<file path="config.mk">
export PLATFORM = sky130hd
export DESIGN_NAME = adc_cal_seq
export DESIGN_NICKNAME = d
export VERILOG_FILES = /design/src/rtl/adc_cal_pkg.sv /design/src/rtl/adc_cal_timer.sv /design/src/rtl/adc_post_cal_window.sv /design/src/rtl/adc_ready_timer.sv /design/src/rtl/adc_cal_seq.sv
export SDC_FILE = /design/constraint.sdc
export NUM_CORES = 1
export LEC_CHECK = 0
export CAP_MARGIN = 20
export CORE_MARGIN = 2
export CORE_UTILIZATION = 40
export CTS_BUF_LIST = sky130_fd_sc_hd__clkbuf_4 sky130_fd_sc_hd__clkbuf_8 sky130_fd_sc_hd__clkbuf_16
export CTS_CLUSTER_DIAMETER = 40
export CTS_CLUSTER_SIZE = 12
export DETAILED_ROUTE_END_ITERATION = 12
export PLACE_DENSITY = 0.73
export SLEW_MARGIN = 10
export SYNTH_ARGS = -nofsm -noshare
export SYNTH_HDL_FRONTEND = slang
export SYNTH_SLANG_ARGS = --single-unit
</file>
<file path="constraint.sdc">
create_clock -name clk -period 1.27 [get_ports clk]
set_clock_uncertainty 0.05 [all_clocks]
set_input_delay 0.254 -clock clk [delete_from_list [all_inputs] [get_ports clk]]
set_output_delay 0.254 -clock clk [all_outputs]
set_load 0.1 [all_outputs]
</file>
<file path="src/rtl/adc_cal_pkg.sv">
package adc_cal_pkg;
    localparam int unsigned DEF_CAL_CYCLES  = 8;
    localparam int unsigned DEF_WIN_CYCLES  = 4;
    localparam int unsigned DEF_STAB_CYCLES = 3;

    function automatic int unsigned cnt_width(input int unsigned limit);
        return (limit < 2) ? 1 : $clog2(limit + 1);
    endfunction
endpackage

</file>
<file path="src/rtl/adc_cal_timer.sv">
module adc_cal_timer
    import adc_cal_pkg::*;
#(
    parameter int unsigned CAL_CYCLES = DEF_CAL_CYCLES
) (
    input  logic clk,
    input  logic rst_n,
    input  logic start,
    output logic busy,
    output logic done
);
    localparam int unsigned W = cnt_width(CAL_CYCLES);
    localparam logic [W-1:0] LAST = W'(CAL_CYCLES - 1);

    typedef struct packed {
        logic         busy;
        logic [W-1:0] cnt;
    } cal_state_t;

    cal_state_t st_d, st_q;

    always_comb begin
        st_d = st_q;
        done = st_q.busy && (st_q.cnt == LAST);
        if (st_q.busy) begin
            if (done) begin
                st_d.busy = 1'b0;
                st_d.cnt  = '0;
            end else begin
                st_d.cnt = st_q.cnt + 1'b1;
            end
        end else if (start) begin
            st_d.busy = 1'b1;
            st_d.cnt  = '0;
        end
    end

    always_ff @(posedge clk or negedge rst_n) begin
        if (!rst_n) st_q <= '0;
        else        st_q <= st_d;
    end

    assign busy = st_q.busy;

    assert_cal_len_R2: assert property (@(posedge clk) disable iff (!rst_n)
        $rose(st_q.busy) |-> (st_q.cnt == '0));
endmodule

</file>
<file path="src/rtl/adc_post_cal_window.sv">
module adc_post_cal_window
    import adc_cal_pkg::*;
#(
    parameter int unsigned WIN_CYCLES = DEF_WIN_CYCLES
) (
    input  logic clk,
    input  logic rst_n,
    input  logic arm,
    output logic fire
);
    localparam int unsigned W = cnt_width(WIN_CYCLES);
    localparam logic [W-1:0] LIMIT = W'(WIN_CYCLES);

    logic [W-1:0] cnt_d, cnt_q;

    always_comb begin
        fire  = (cnt_q == LIMIT);
        cnt_d = cnt_q;
        if (arm)                 cnt_d = W'(1);
        else if (fire)           cnt_d = '0;
        else if (cnt_q != '0)    cnt_d = cnt_q + 1'b1;
    end

    always_ff @(posedge clk or negedge rst_n) begin
        if (!rst_n) cnt_q <= '0;
        else        cnt_q <= cnt_d;
    end

    assert_win_bounded_R4: assert property (@(posedge clk) disable iff (!rst_n)
        cnt_q <= LIMIT);
    assert_win_start_R4: assert property (@(posedge clk) disable iff (!rst_n)
        arm |=> (cnt_q == W'(1)));
endmodule

</file>
<file path="src/rtl/adc_ready_timer.sv">
module adc_ready_timer
    import adc_cal_pkg::*;
#(
    parameter int unsigned STAB_CYCLES = DEF_STAB_CYCLES
) (
    input  logic clk,
    input  logic rst_n,
    input  logic en_now,
    input  logic en_next,
    output logic rdy
);
    localparam int unsigned W = cnt_width(STAB_CYCLES);
    localparam logic [W-1:0] LAST = W'(STAB_CYCLES - 1);

    typedef struct packed {
        logic         rdy;
        logic [W-1:0] cnt;
    } rdy_state_t;

    rdy_state_t st_d, st_q;

    always_comb begin
        st_d = st_q;
        if (!en_now || !en_next) begin
            st_d = '0;
        end else if (!st_q.rdy) begin
            if (st_q.cnt == LAST) st_d.rdy = 1'b1;
            else                  st_d.cnt = st_q.cnt + 1'b1;
        end
    end

    always_ff @(posedge clk or negedge rst_n) begin
        if (!rst_n) st_q <= '0;
        else        st_q <= st_d;
    end

    assign rdy = st_q.rdy;

    assert_rdy_after_en_R6: assert property (@(posedge clk) disable iff (!rst_n)
        $rose(st_q.rdy) |-> $past(en_now));
endmodule

</file>
<file path="src/rtl/adc_cal_seq.sv">
module adc_cal_seq
    import adc_cal_pkg::*;
#(
    parameter int unsigned CAL_CYCLES  = DEF_CAL_CYCLES,
    parameter int unsigned WIN_CYCLES  = DEF_WIN_CYCLES,
    parameter int unsigned STAB_CYCLES = DEF_STAB_CYCLES
) (
    input  logic clk,
    input  logic rst_n,
    input  logic cal_set,
    input  logic en_set,
    input  logic en_clr,
    output logic cal_busy,
    output logic en,
    output logic rdy
);
    logic en_d, en_q;
    logic cal_start, cal_done, force_clr;

    assign cal_start = cal_set && !cal_busy && !en_q;

    adc_cal_timer #(.CAL_CYCLES(CAL_CYCLES)) u_cal (
        .clk(clk), .rst_n(rst_n), .start(cal_start),
        .busy(cal_busy), .done(cal_done)
    );

    adc_post_cal_window #(.WIN_CYCLES(WIN_CYCLES)) u_win (
        .clk(clk), .rst_n(rst_n), .arm(cal_done), .fire(force_clr)
    );

    always_comb begin
        en_d = en_q;
        if (force_clr)                              en_d = 1'b0;
        else if (en_clr)                            en_d = 1'b0;
        else if (en_set && !cal_busy && !cal_start) en_d = 1'b1;
    end

    always_ff @(posedge clk or negedge rst_n) begin
        if (!rst_n) en_q <= 1'b0;
        else        en_q <= en_d;
    end

    adc_ready_timer #(.STAB_CYCLES(STAB_CYCLES)) u_rdy (
        .clk(clk), .rst_n(rst_n), .en_now(en_q), .en_next(en_d), .rdy(rdy)
    );

    assign en = en_q;

    assert_no_en_in_cal_R3: assert property (@(posedge clk) disable iff (!rst_n)
        cal_busy |-> !en_q);
    assert_force_clear_R4: assert property (@(posedge clk) disable iff (!rst_n)
        force_clr |=> !en_q);
    assert_rdy_implies_en_R6: assert property (@(posedge clk) disable iff (!rst_n)
        rdy |-> en_q);
    assert_clr_drops_en_R7: assert property (@(posedge clk) disable iff (!rst_n)
        en_clr |=> (!en_q && !rdy));
    assert_no_cal_when_en_R8: assert property (@(posedge clk) disable iff (!rst_n)
        (en_q && !cal_busy) |=> !cal_busy);
endmodule

</file>
### Word level (Yosys, flattened, before mapping)

Index checks and enable logic that the tools add are counted.

| word-level totals | value |
|---|---|
| register bits | 12 |
| output and inout port bits | 3 |

| cells by class | value |
|---|---|
| add/sub/neg operators | 3 |
| eq/ne operators | 5 |
| multiplexer cells | 14 |
| reductions and logical operators | 14 |

Operators with widths:

| kind | number |
|---|---|
| $mux W3 | 5 |
| $mux W5 | 2 |
| $reduce_bool A3 Y1 | 2 |
| $logic_and A1 B1 Y1 | 5 |
| $mux W1 | 5 |
| $add A4 B1 Y4 const B | 1 |
| $eq A4 B3 Y1 const B | 1 |
| $logic_not A1 Y1 | 4 |
| $mux W4 | 1 |
| $add A3 B1 Y3 const B | 1 |
| $eq A3 B3 Y1 const B | 1 |
| $add A2 B1 Y2 const B | 1 |
| $eq A2 B2 Y1 const B | 1 |
| $mux W2 | 1 |
| $ne A2 B1 Y1 const B | 1 |
| $ne A2 B2 Y1 const B | 1 |
| $reduce_and A2 Y1 | 1 |
| $reduce_bool A2 Y1 | 1 |
| $logic_or A1 B1 Y1 | 1 |

### Depth between registers and ports, before layout

Gate-level depths: netlist (run 1).

| logic depth | value |
|---|---|
| word-level depth | 12 |
| depth in mapped cells | 5 |
| depth with buffers taken out | 5 |

### Modules after synthesis

Synthesis (run 1) repeated with hierarchy kept, for this count alone.

| second synthesis, totals | value |
|---|---|
| cells, all modules | 61 |
| area, all modules | 614.3 µm² |

Modules (own cells, without submodules):

| module | instances | cells an instance | area an instance (µm²) | seq. area each (µm²) |
|---|---|---|---|---|
| adc_cal_timer | 1 | 26 | 254.0 | 125.1 |
| adc_post_cal_window | 1 | 16 | 168.9 | 75.1 |
| adc_ready_timer | 1 | 14 | 135.1 | 75.1 |
| adc_cal_seq | 1 | 5 | 56.3 | 25.0 |

### Worst setup path before layout (run 1)

Ideal clock, no wire load.

| path | value |
|---|---|
| path kind | register to register |
| start point | register u_cal.st_q, in the netlist u_cal.busy |
| end point | register u_cal.st_q[3] in the netlist's numbering |
| setup time | 124 ps |
| data arrival time | 1455 ps |
| required time | 1096 ps |
| path slack | -359 ps |
| cell stages (with the launch flop) | 4 |
| path buffers | 1 |
| clock period less this slack | 1629 ps |
| path through | dfrtp_1 buf_6 nor2b_1 a211o_1 |

| on the way | value |
|---|---|
| longest elaborated chain between the ends | 4 |
| elaborated cells on any way between the ends | 7 |
| classes of those cells | mux (2); reduce/logical (5) |

Ends and longest elaborated chain:

| element | RTL line | RTL |
|---|---|---|
| from (decl) | adc_cal_timer.sv:20 | `cal_state_t st_d, st_q;` |
| from (signal assigned) | adc_cal_timer.sv:40 | `else st_q <= st_d;` |
| $logic_not A1 Y1 | adc_cal_seq.sv:20 | `assign cal_start = cal_set && !cal_busy && !en_q;` |
| $logic_and A1 B1 Y1 (2 in series) | adc_cal_seq.sv:20 |  |
| $reduce_bool A2 Y1 (no line) | -- |  |

Several ways; a longest one is shown, not always the timed one.
A chain may end at the register's enable or synchronous reset.

### Worst setup path after layout (run 1)

| path | value |
|---|---|
| start point | register u_cal.st_q, in the netlist u_cal.busy |
| end point | output port cal_busy |

RTL lines:

| element | RTL line | RTL |
|---|---|---|
| to (decl) | adc_cal_seq.sv:13 | `output logic cal_busy,` |

No word-level cell between the ends.

==> results of run 1 <==
-- stage by stage --
step	hold slack, ns	power, mW	std cells	setup WS (ns)	setup TNS [ns]
6_report	0.221	1.90	95	-0.000780	-0.000780
5_1_grt	0.226	2.06	95	-0.0318	-0.0618
4_1_cts	0.212	1.83	94	-0.0213	-0.0419
3_5_place_dp	0.483	1.46	87	-0.164	-0.398
3_3_place_gp	0.478	1.43	87	-0.144	-0.244
2_1_floorplan	-0.0916	1.19	58	-0.124	-0.220
-- layout by cell type, fill, tap and decap left out, types with 2 or more instances in the layout --
master and count:
o21ai_0 2, nor2_1 6, ha_1 2, a21oi_2 3
clkbuf_4 3, buf_12 3, inv_1 3, nand2_1 4
clkdlybuf4s50_1 4, dfrtp_1 9, buf_4 11, nand2b_4 2
a21oi_1 3, nor2b_1 3, dfrtp_2 2, xnor2_1 2
ha_2 2
-- worst reg2reg max path, cell delays in order, from the launching register on --
cell	delay [ns]
dfrtp_1	0.38
ha_1	0.30
or3_1	0.33
a21oi_2	0.14
-- area by class of cell --
cell class	count	area, sq um
sequential	12	307
fill	116	588
inverter	3	11.3
clock buffer	4	36.3
tap	16	20.0
multi-input combinational	42	309
timing repair buffer	18	183
-- sequential cells by signal (all words and copies together) (netlist names) --
signal       cells
u_cal.busy       1
u_rdy.st_q       2
u_cal.st_q       4
en               1
u_rdy.rdy        1
u_win.cnt_q      3
-- worst min-delay path by stage --
stage / to / slack, ns / startpoint / cells after the start
floorplan: en / -0.09 / rst_n / 0
global placement: u_cal.st_q[2] / 0.48 / u_cal.st_q[2] / 1
detailed placement: u_cal.st_q[2] / 0.48 / u_cal.st_q[2] / 1
CTS: u_cal.st_q[3] / 0.21 / rst_n / 2
global route: u_cal.st_q[3] / 0.23 / rst_n / 2
finish: u_cal.st_q[3] / 0.22 / rst_n / 2
-- logic make-up (layout without fill, tap and decap cells) --
family          after synthesis  in the layout  share of synthesized area, %
simple gates                 24             24                          24.0
xor+xnor                      2              2                          2.89
buf+inv                       4             25                          3.72
mux                           1              1                          1.65
flops                        12             12                          49.6
fa+ha+maj                     4              4                          8.26
compound gates               11             11                          9.92
-- where the power goes --
part           switching (mW)  internal, mW
Combinational           0.458         0.493
Sequential              0.115         0.521
Clock                   0.135         0.175
Total                   0.708          1.19
-- timing repair --
item                       4_1_cts  5_1_grt
pin swaps                        1        5
buffers inserted                 4        1
resized for setup                0        7
setup endpoints to repair        4        7
-- routing by layer --
metal | track usage [%] | vias to the layer above | part of all wire (%)
met5 | 0 | - | 0
met2 | 27.6 | 8 | 54
met1 | 14.7 | 228 | 39
met3 | 6.38 | 5 | 3.9
li1 | - | 238 | -
met4 | 11.3 | 0 | 3.5
==> flow_metrics.tcl, run 1 <==
set metrics [dict create \
    status "finished, violations left" \
    violations "setup timing" \
    cts_sinks 12 \
    numPortBuffers 7 \
    drive_gt1_share_pct 40.5 \
    rsz0062_at_grt "yes" \
    ff2ff_path_depth 3 \
    drtAntennaViolNets 0 \
    min_period_ns 1.27 \
    postRouteWirelength_mm 1.14 \
    overflow 0 \
    required_ns 0.97 \
    clk_latency_ns 0.28 \
    crit_cells 1 \
    worst_slew_pin_slew_ns 0.210 \
    cts_hold_buffers 0 \
    slew_headroom_pct 85.8 \
    synthArstFlopShare_pct 100 \
    crit_path_end_kind "output port" \
    syn2layout_area_growth_pct 43.0 \
    grt_pass1_wl_mm 1.99 \
    post-route-util_pct 59.6 \
    max_stage_delay_ns 0.51 \
    die-area_sq_um 1840 \
    ys_types 23 \
    initial_core_util_pct 41.7 \
    die_w_microns 42.9 \
    cp-start-kind "register" \
    path_buf_inv 1 \
    avgSynthCellArea_sq_um 10.4 \
    r2r_slack_ns 0.01 \
    track_usage_pct 15.9 \
    cts_root_buffer "clkbuf_4" \
    detail_route.iter0.violations 5 \
    critical-path-top-delay-family "flip-flops" \
    placed_area_sq_um 773 \
    via_count 479 \
    synth_ff_type "dfrtp_1" \
    final_nets 89 \
    syn-num-nets 67 \
    worstSetupPathType "reg -> out" \
    finalCritPeriodShare_pct 100 \
    die_y_microns 42.9 \
    grt_max_degree 13 \
    cp-endpoint "cal_busy" \
    hold_viol 0 \
    arrival_ns 0.97 \
    cp_cell_sequence "buf_12" \
    clock.fmax_mhz 787 \
    grt_pass1_vias 514 \
    leakagePower_nw 0.392 \
    row_count 14 \
    timing.rr.end "u_rdy.st_q[1]" \
    holdCritPathClass "in -> async" \
    cts.path.max_buffers 2 \
    yosysMostFrequentCell "dfrtp_1" \
    dpl.hpwl_microns 851 \
    cts.clk_slew.worst_paths_ns 0.08 \
    r2r-start "u_rdy.st_q[1]" \
    synthTopCellsByArea "dfrtp_1 50%, ha_1 8.3%, a21oi_1 5.0%" \
    crit_fanout 5 \
    drv_cap 0 \
    antenna_cells 0 \
    viasPerCell 5.04 \
    drv_slew 0 \
    slowest_stage "dfrtp_4" \
    design_area_sq_um 866 \
    io_pins 8 \
    finalSetupViolCount 1 \
    worst_slack_ns -0.000780 \
    synth_warnings 0 \
    synth_seq_area_share_pct 49.6 \
    antenna_found_initial 0 \
    vdd_drop_max_v 0.00126 \
    numCtsBuffers 3 \
    wire_per_inst_microns 12.0 \
    yosys-top-cells-count "12 x dfrtp_1, 6 x a21oi_1, 6 x nor2_1" \
    h-tree-depth 1 \
    yosys.area.top_type "dfrtp_1" \
    syn_area_sq_um 606 \
    core_sq_um 1450 \
    synthDominantCellAreaShare_pct 49.6 \
    first_pass_iters 4 \
    netlist_instances 58 \
    powerDensity_nw_per_um2 2190 \
    synth-edff-count 0 \
    cts_tree "yes" \
    gp_congestion 0.714 \
    startpoint "u_cal.busy" \
    ys_seq_elements 12 \
    drc 0 \
]
Power figures use the tool's default switching activity.
==> inputs of run 2 (changes only) <==
--- a/config.mk
+++ b/config.mk
@@ -12,7 +12,9 @@
 export CTS_CLUSTER_DIAMETER = 40
 export CTS_CLUSTER_SIZE = 12
 export DETAILED_ROUTE_END_ITERATION = 12
+export MAX_ROUTING_LAYER = met4
 export PLACE_DENSITY = 0.73
+export SKIP_CTS_REPAIR_TIMING = 1
 export SLEW_MARGIN = 10
 export SYNTH_ARGS = -nofsm -noshare
 export SYNTH_HDL_FRONTEND = slang
==> constraint.sdc (replaced) <==
create_clock -name clk -period 1.27 [get_ports clk]
set_clock_uncertainty 0.05 [all_clocks]
set_input_delay 0.127 -clock clk [delete_from_list [all_inputs] [get_ports clk]]
set_output_delay 0.127 -clock clk [all_outputs]
set_load 0.1 [all_outputs]
==> run 2 against run 1 <==
The flow now finishes without violations. Global-route usage up 0.073 points. Setup slack better by 0.027 ns. Clock power down 13%. Via count down 1.0%. Die area unchanged. Cell count unchanged. Register-to-register slack better by 0.02 ns. Highest routed layer unchanged.
==> flow_metrics.tcl, run 2 (same netlist as run 1, synthesis figures left out) <==
set metrics [dict create \
    min_period_ns 1.24 \
    required_ns 1.43 \
    grt_pass1_wl_mm 2.02 \
    status "complete, no violations" \
    top_regs "u_cal.st_q: 4 flops, u_win.cnt_q: 3 flops, u_rdy.st_q: 2 flops" \
    wire_per_inst_microns 12.7 \
    drtAntennaViolNets 0 \
    cts.clk_slew.worst_paths_ns 0.07 \
    overflow 0 \
    final_nets 89 \
    leakagePower_nw 0.392 \
    row_count 14 \
    clk_latency_ns 0.27 \
    drv_slew 0 \
    largest_register_ffs 4 \
    track_usage_pct 15.9 \
    finalCritPeriodShare_pct 97.9 \
    cts_sinks 12 \
    post-route-util_pct 59.0 \
    cts_tree "yes" \
    via_count 474 \
    switching_power_uw 701 \
    h-tree-depth 1 \
    initial_core_util_pct 41.7 \
    cp-start-kind "register" \
    postRouteWirelength_mm 1.21 \
    cts.path.max_buffers 2 \
    die_w_microns 42.9 \
    die_y_microns 42.9 \
    crit_fanout 2 \
    clock.fmax_mhz 804 \
    final_cells 95 \
    vdd_drop_max_v 0.00129 \
    viasPerCell 4.99 \
    grt_pass1_vias 488 \
    rsz0062_at_grt "yes" \
    gp_congestion 0.818 \
    worstSetupPathType "reg -> reg" \
    cts_root_buffer "clkbuf_4" \
    worst_slew_pin_slew_ns 0.217 \
    numPortBuffers 7 \
    core_sq_um 1450 \
    p_int_mw 1.13 \
    slew_headroom_pct 85.4 \
    crit_path_end_kind "register" \
    grt_max_degree 13 \
    netSwitchingFraction_pct 38.2 \
    io_pins 8 \
    antenna_found_initial 0 \
    final_common_cell "buf_4" \
    hold_viol 0 \
    max_stage_delay_ns 0.38 \
    dpl.hpwl_microns 876 \
    finalSetupViolCount 0 \
    die-area_sq_um 1840 \
    drc 0 \
    layout_common_cells "11 x buf_4, 9 x dfrtp_1, 6 x nor2_1" \
    drv_cap 0 \
    holdCritPathClass "in -> async" \
    powerDensity_nw_per_um2 2140 \
    cp_cell_sequence "ha_1, or3_4, a21oi_2" \
    dp_cells 88 \
    first_pass_iters 2 \
    p_clk_share_pct 14.7 \
    arrival_ns 1.40 \
    antenna_cells 0 \
    detail_route.iter0.violations 7 \
    sequentialPowerShare_pct 35.5 \
    numCtsBuffers 3 \
    regMostFlops "u_cal.st_q" \
    drive_gt1_share_pct 40.5 \
    slowest_stage "dfrtp_1" \
    syn2layout_area_growth_pct 41.5 \
    p_comb_share_pct 49.8 \
]
run 2: cell types whose count changed in the layout (fill, tap and decap cells not counted):
| cell | before | now |
|---|---|---|
| clkbuf_4 | 3 | 4 |
| clkbuf_8 | 1 | 0 |
| nand2b_1 | 1 | 2 |
| nand2b_4 | 2 | 1 |
| or3_1 | 1 | 0 |
| or3_4 | 0 | 1 |
run 2: worst max-delay path: cells and delay by family (launching register included):
kind	cells	cell delay, ns
DFF	1	0.38
and+or+nand+nor	1	0.33
adders and majority gates	1	0.29
AOI/OAI and AO/OA	1	0.13
run 2: cell type report:
class	count	area, sq um
inverter	3	11.3
multi-input combinational	42	307
tap	16	20.0
clock buffer	4	30.0
sequential	12	307
timing repair buffer	18	183
fill	130	597
run 2: per-layer routing:
layer | GRT usage, % | vias to the layer above | share of wire (%)
met1 | 15.5 | 224 | 40
met4 | 7.50 | 0 | 2.1
met5 | - | - | 0
met3 | 5.11 | 4 | 3.6
met2 | 28.2 | 8 | 54
li1 | - | 238 | -
run 2: through the flow:
step / instance area (sq um) / worst slack [ns] / TNS [ns] / hold slack, ns / total power, mW
2_1_floorplan: 612 / -0.124 / -0.220 / -0.219 / 1.19
3_3_place_gp: 781 / -0.0224 / -0.0224 / 0.392 / 1.45
4_1_cts: 811 / -0.0342 / -0.0342 / 0.100 / 1.77
5_1_grt: 857 / -0.0423 / -0.0709 / 0.113 / 1.97
3_5_place_dp: 781 / -0.0499 / -0.0672 / 0.399 / 1.49
6_report: 857 / 0.0261 / 0 / 0.104 / 1.84
run 2: worst paths after layout:
path,start,endpoint,slack [ns],cells after the start
worst max-delay path,u_rdy.st_q[1],u_rdy.st_q[1],0.03,3
worst min-delay path,rst_n,u_cal.st_q[1],0.10,2
worst max register to register,u_rdy.st_q[1],u_rdy.st_q[1],0.03,3
worst min register to register,u_cal.st_q[3],u_cal.st_q[3],0.51,1
max in group asynchronous,rst_n,u_cal.busy,0.89,2
min in group clk,en_set,en,0.44,3
run 2: power groups by stage:
| stage | Sequential, mW | Combinational (mW) | Clock (mW) |
|---|---|---|---|
| after floorplan | 0.739 | 0.456 | 0 |
| after global placement | 0.649 | 0.798 | 0 |
| after detailed placement | 0.655 | 0.836 | 0 |
| after CTS | 0.650 | 0.838 | 0.281 |
| after global routing | 0.669 | 1.01 | 0.294 |
| final | 0.652 | 0.914 | 0.270 |
==> inputs of run 3 (changes only) <==
--- a/config.mk
+++ b/config.mk
@@ -14,7 +14,7 @@
 export DETAILED_ROUTE_END_ITERATION = 12
 export MAX_ROUTING_LAYER = met4
 export PLACE_DENSITY = 0.73
-export SKIP_CTS_REPAIR_TIMING = 1
+export RECOVER_POWER = 25
 export SLEW_MARGIN = 10
 export SYNTH_ARGS = -nofsm -noshare
 export SYNTH_HDL_FRONTEND = slang
==> constraint.sdc (replaced) <==
create_clock -name clk -period 1.27 [get_ports clk]
set_clock_uncertainty 0.05 [all_clocks]
set_input_delay 0.127 -clock clk [delete_from_list [all_inputs] [get_ports clk]]
set_output_delay 0.127 -clock clk [all_outputs]
set_load 0.02 [all_outputs]
==> run 3 against run 2 <==
Register-to-register slack hardly changed. Combinational power is 15% lower. Clock power is 16% lower. Setup slack better by 0.0058 ns. Critical path type unchanged. Critical endpoint is now u_win.cnt_q[0]. Largest power group unchanged.
==> flow_metrics.tcl, run 3 (same netlist as run 1, synthesis figures left out) <==
set metrics [dict create \
    h-tree-depth 1 \
    layout_common_cells "12 x dfrtp_1, 9 x buf_4, 6 x nor2_1, 5 x a21oi_1" \
    numPortBuffers 7 \
    wl_met1_microns 540 \
    cts_hold_buffers 0 \
    switching_power_uw 578 \
    required_ns 1.36 \
    final_nets 88 \
    power.total_mw 1.61 \
    p_comb_share_pct 48.0 \
    numCtsBuffers 3 \
    fin_tns_setup_ns 0 \
    finalCritPeriodShare_pct 97.5 \
    design_area_sq_um 783 \
    dp_cells 88 \
    hold_viol 0 \
    drc 0 \
    syn2layout_area_growth_pct 29.3 \
    worst_slew_pin_slew_ns 0.655 \
    cts.clk_slew.worst_paths_ns 0.07 \
    cp-start-kind "register" \
    drv_slew 0 \
    detail_route.iter0.violations 4 \
    timing.hold.ws_ns 0.342 \
    via_count 454 \
    postRouteWirelength_mm 1.09 \
    r2r-start "u_cal.st_q[0]" \
    antenna_found_initial 0 \
    cts_sinks 12 \
    crit_fanout 4 \
    clk_latency_ns 0.26 \
    netSwitchingFraction_pct 35.9 \
    powerDensity_nw_per_um2 2060 \
    vdd_drop_max_v 0.000819 \
    die_y_microns 42.9 \
    first_pass_iters 4 \
    antenna_cells 0 \
    p_clk_share_pct 14.0 \
    track_usage_pct 14.4 \
    top_regs "u_cal.st_q: 4 flops, u_win.cnt_q: 3 flops, u_rdy.st_q: 2 flops" \
    regMostFlops "u_cal.st_q" \
    drtAntennaViolNets 0 \
    final_cells 93 \
    wire_per_inst_microns 11.7 \
    startpoint "u_cal.st_q[0]" \
    gp_congestion 0.798 \
    cts.path.max_buffers 2 \
    holdCritPathClass "in -> async" \
    worstSetupPathType "reg -> reg" \
    rsz0062_at_grt "yes" \
    drive_gt1_share_pct 24.7 \
    p_int_mw 1.03 \
    core_sq_um 1450 \
    dpl.hpwl_microns 805 \
    die-area_sq_um 1840 \
    crit_path_end_kind "register" \
    row_count 14 \
    arrival_ns 1.33 \
    sequentialPowerShare_pct 37.9 \
    overflow 0 \
    routed-wl-met3_microns 45 \
    placed_area_sq_um 744 \
    leakagePower_nw 0.372 \
    cts_root_buffer "clkbuf_4" \
    clock.fmax_mhz 808 \
    viasPerCell 4.88 \
    cts_tree "yes" \
    status "complete, no violations" \
    grt_pass1_vias 447 \
    finalSetupViolCount 0 \
    min_period_ns 1.24 \
    io_pins 8 \
    highest_layer "met3" \
    slew_headroom_pct 56.3 \
    final_common_cell "dfrtp_1" \
    wl_met2_microns 500 \
    die_w_microns 42.9 \
    initial_core_util_pct 41.7 \
    grt_max_degree 13 \
    grt_pass1_wl_mm 1.89 \
    largest_register_ffs 4 \
    drv_cap 0 \
]
[run 3: changes by cell type in the layout (fill, tap and decap cells not counted), moves of 2 or more]
cell,delta
a21oi_2,-2
buf_4,-2
dfrtp_2,-2
dfrtp_1,+3
dlygate4sd2_1,+3
buf_12,-3
a21oi_1,+2
[run 3: critical path: stages (launching register included)]
cell,delay (ns)
dfrtp_1,0.39
ha_2,0.20
and4b_2,0.25
a21oi_1,0.14
o21ai_1,0.10
[run 3: cell type report]
class	count	area [sq um]
clock buffer	3	22.5
fill	140	671
inverter	3	11.3
multi-input combinational	42	292
sequential	12	300
tap	16	20.0
timing repair buffer	17	138
[run 3: repair_timing]
item,4_1_cts,5_1_grt
buffers inserted,0,2
pin swaps,1,3
setup endpoints to repair,4,5
gates resized for setup,3,3
endpoints found under the hold margin,0,0
[run 3: power groups by stage]
stage / combinational (mW) / clock (mW) / sequential (mW)
after floorplan: 0.453 / 0 / 0.637
after global placement: 0.725 / 0 / 0.609
after detailed placement: 0.755 / 0 / 0.610
after CTS: 0.751 / 0.237 / 0.606
after global routing: 0.889 / 0.255 / 0.625
final: 0.774 / 0.226 / 0.610
[run 3: path summary, 6_finish.rpt]
| check | end | slack, ns | depth (start not counted) |
|---|---|---|---|
| min in group clk | en | 0.45 | 3 |
| hold / removal | u_cal.st_q[3] | 0.34 | 2 |
| setup / recovery | u_win.cnt_q[0] | 0.03 | 4 |
| max in group asynchronous | u_rdy.rdy | 0.41 | 2 |
| setup reg to reg | u_win.cnt_q[0] | 0.03 | 4 |
| hold reg to reg | u_cal.st_q[2] | 0.50 | 1 |
[run 3: per-layer routing]
metal / GRT usage [%] / up-vias
met3: 3.83 / 0
met1: 18.9 / 212
met2: 20.3 / 6
met5: - / -
met4: 7.50 / 0
li1: - / 236
[run 3: through the flow]
step	util, %	worst slack (ns)
after floorplan	-	0.0443
after CTS	52.5	0.00909
after global placement	51.2	-0.0191
after global routing	53.9	-0.0427
final	53.9	0.0319
after detailed placement	51.2	-0.0487
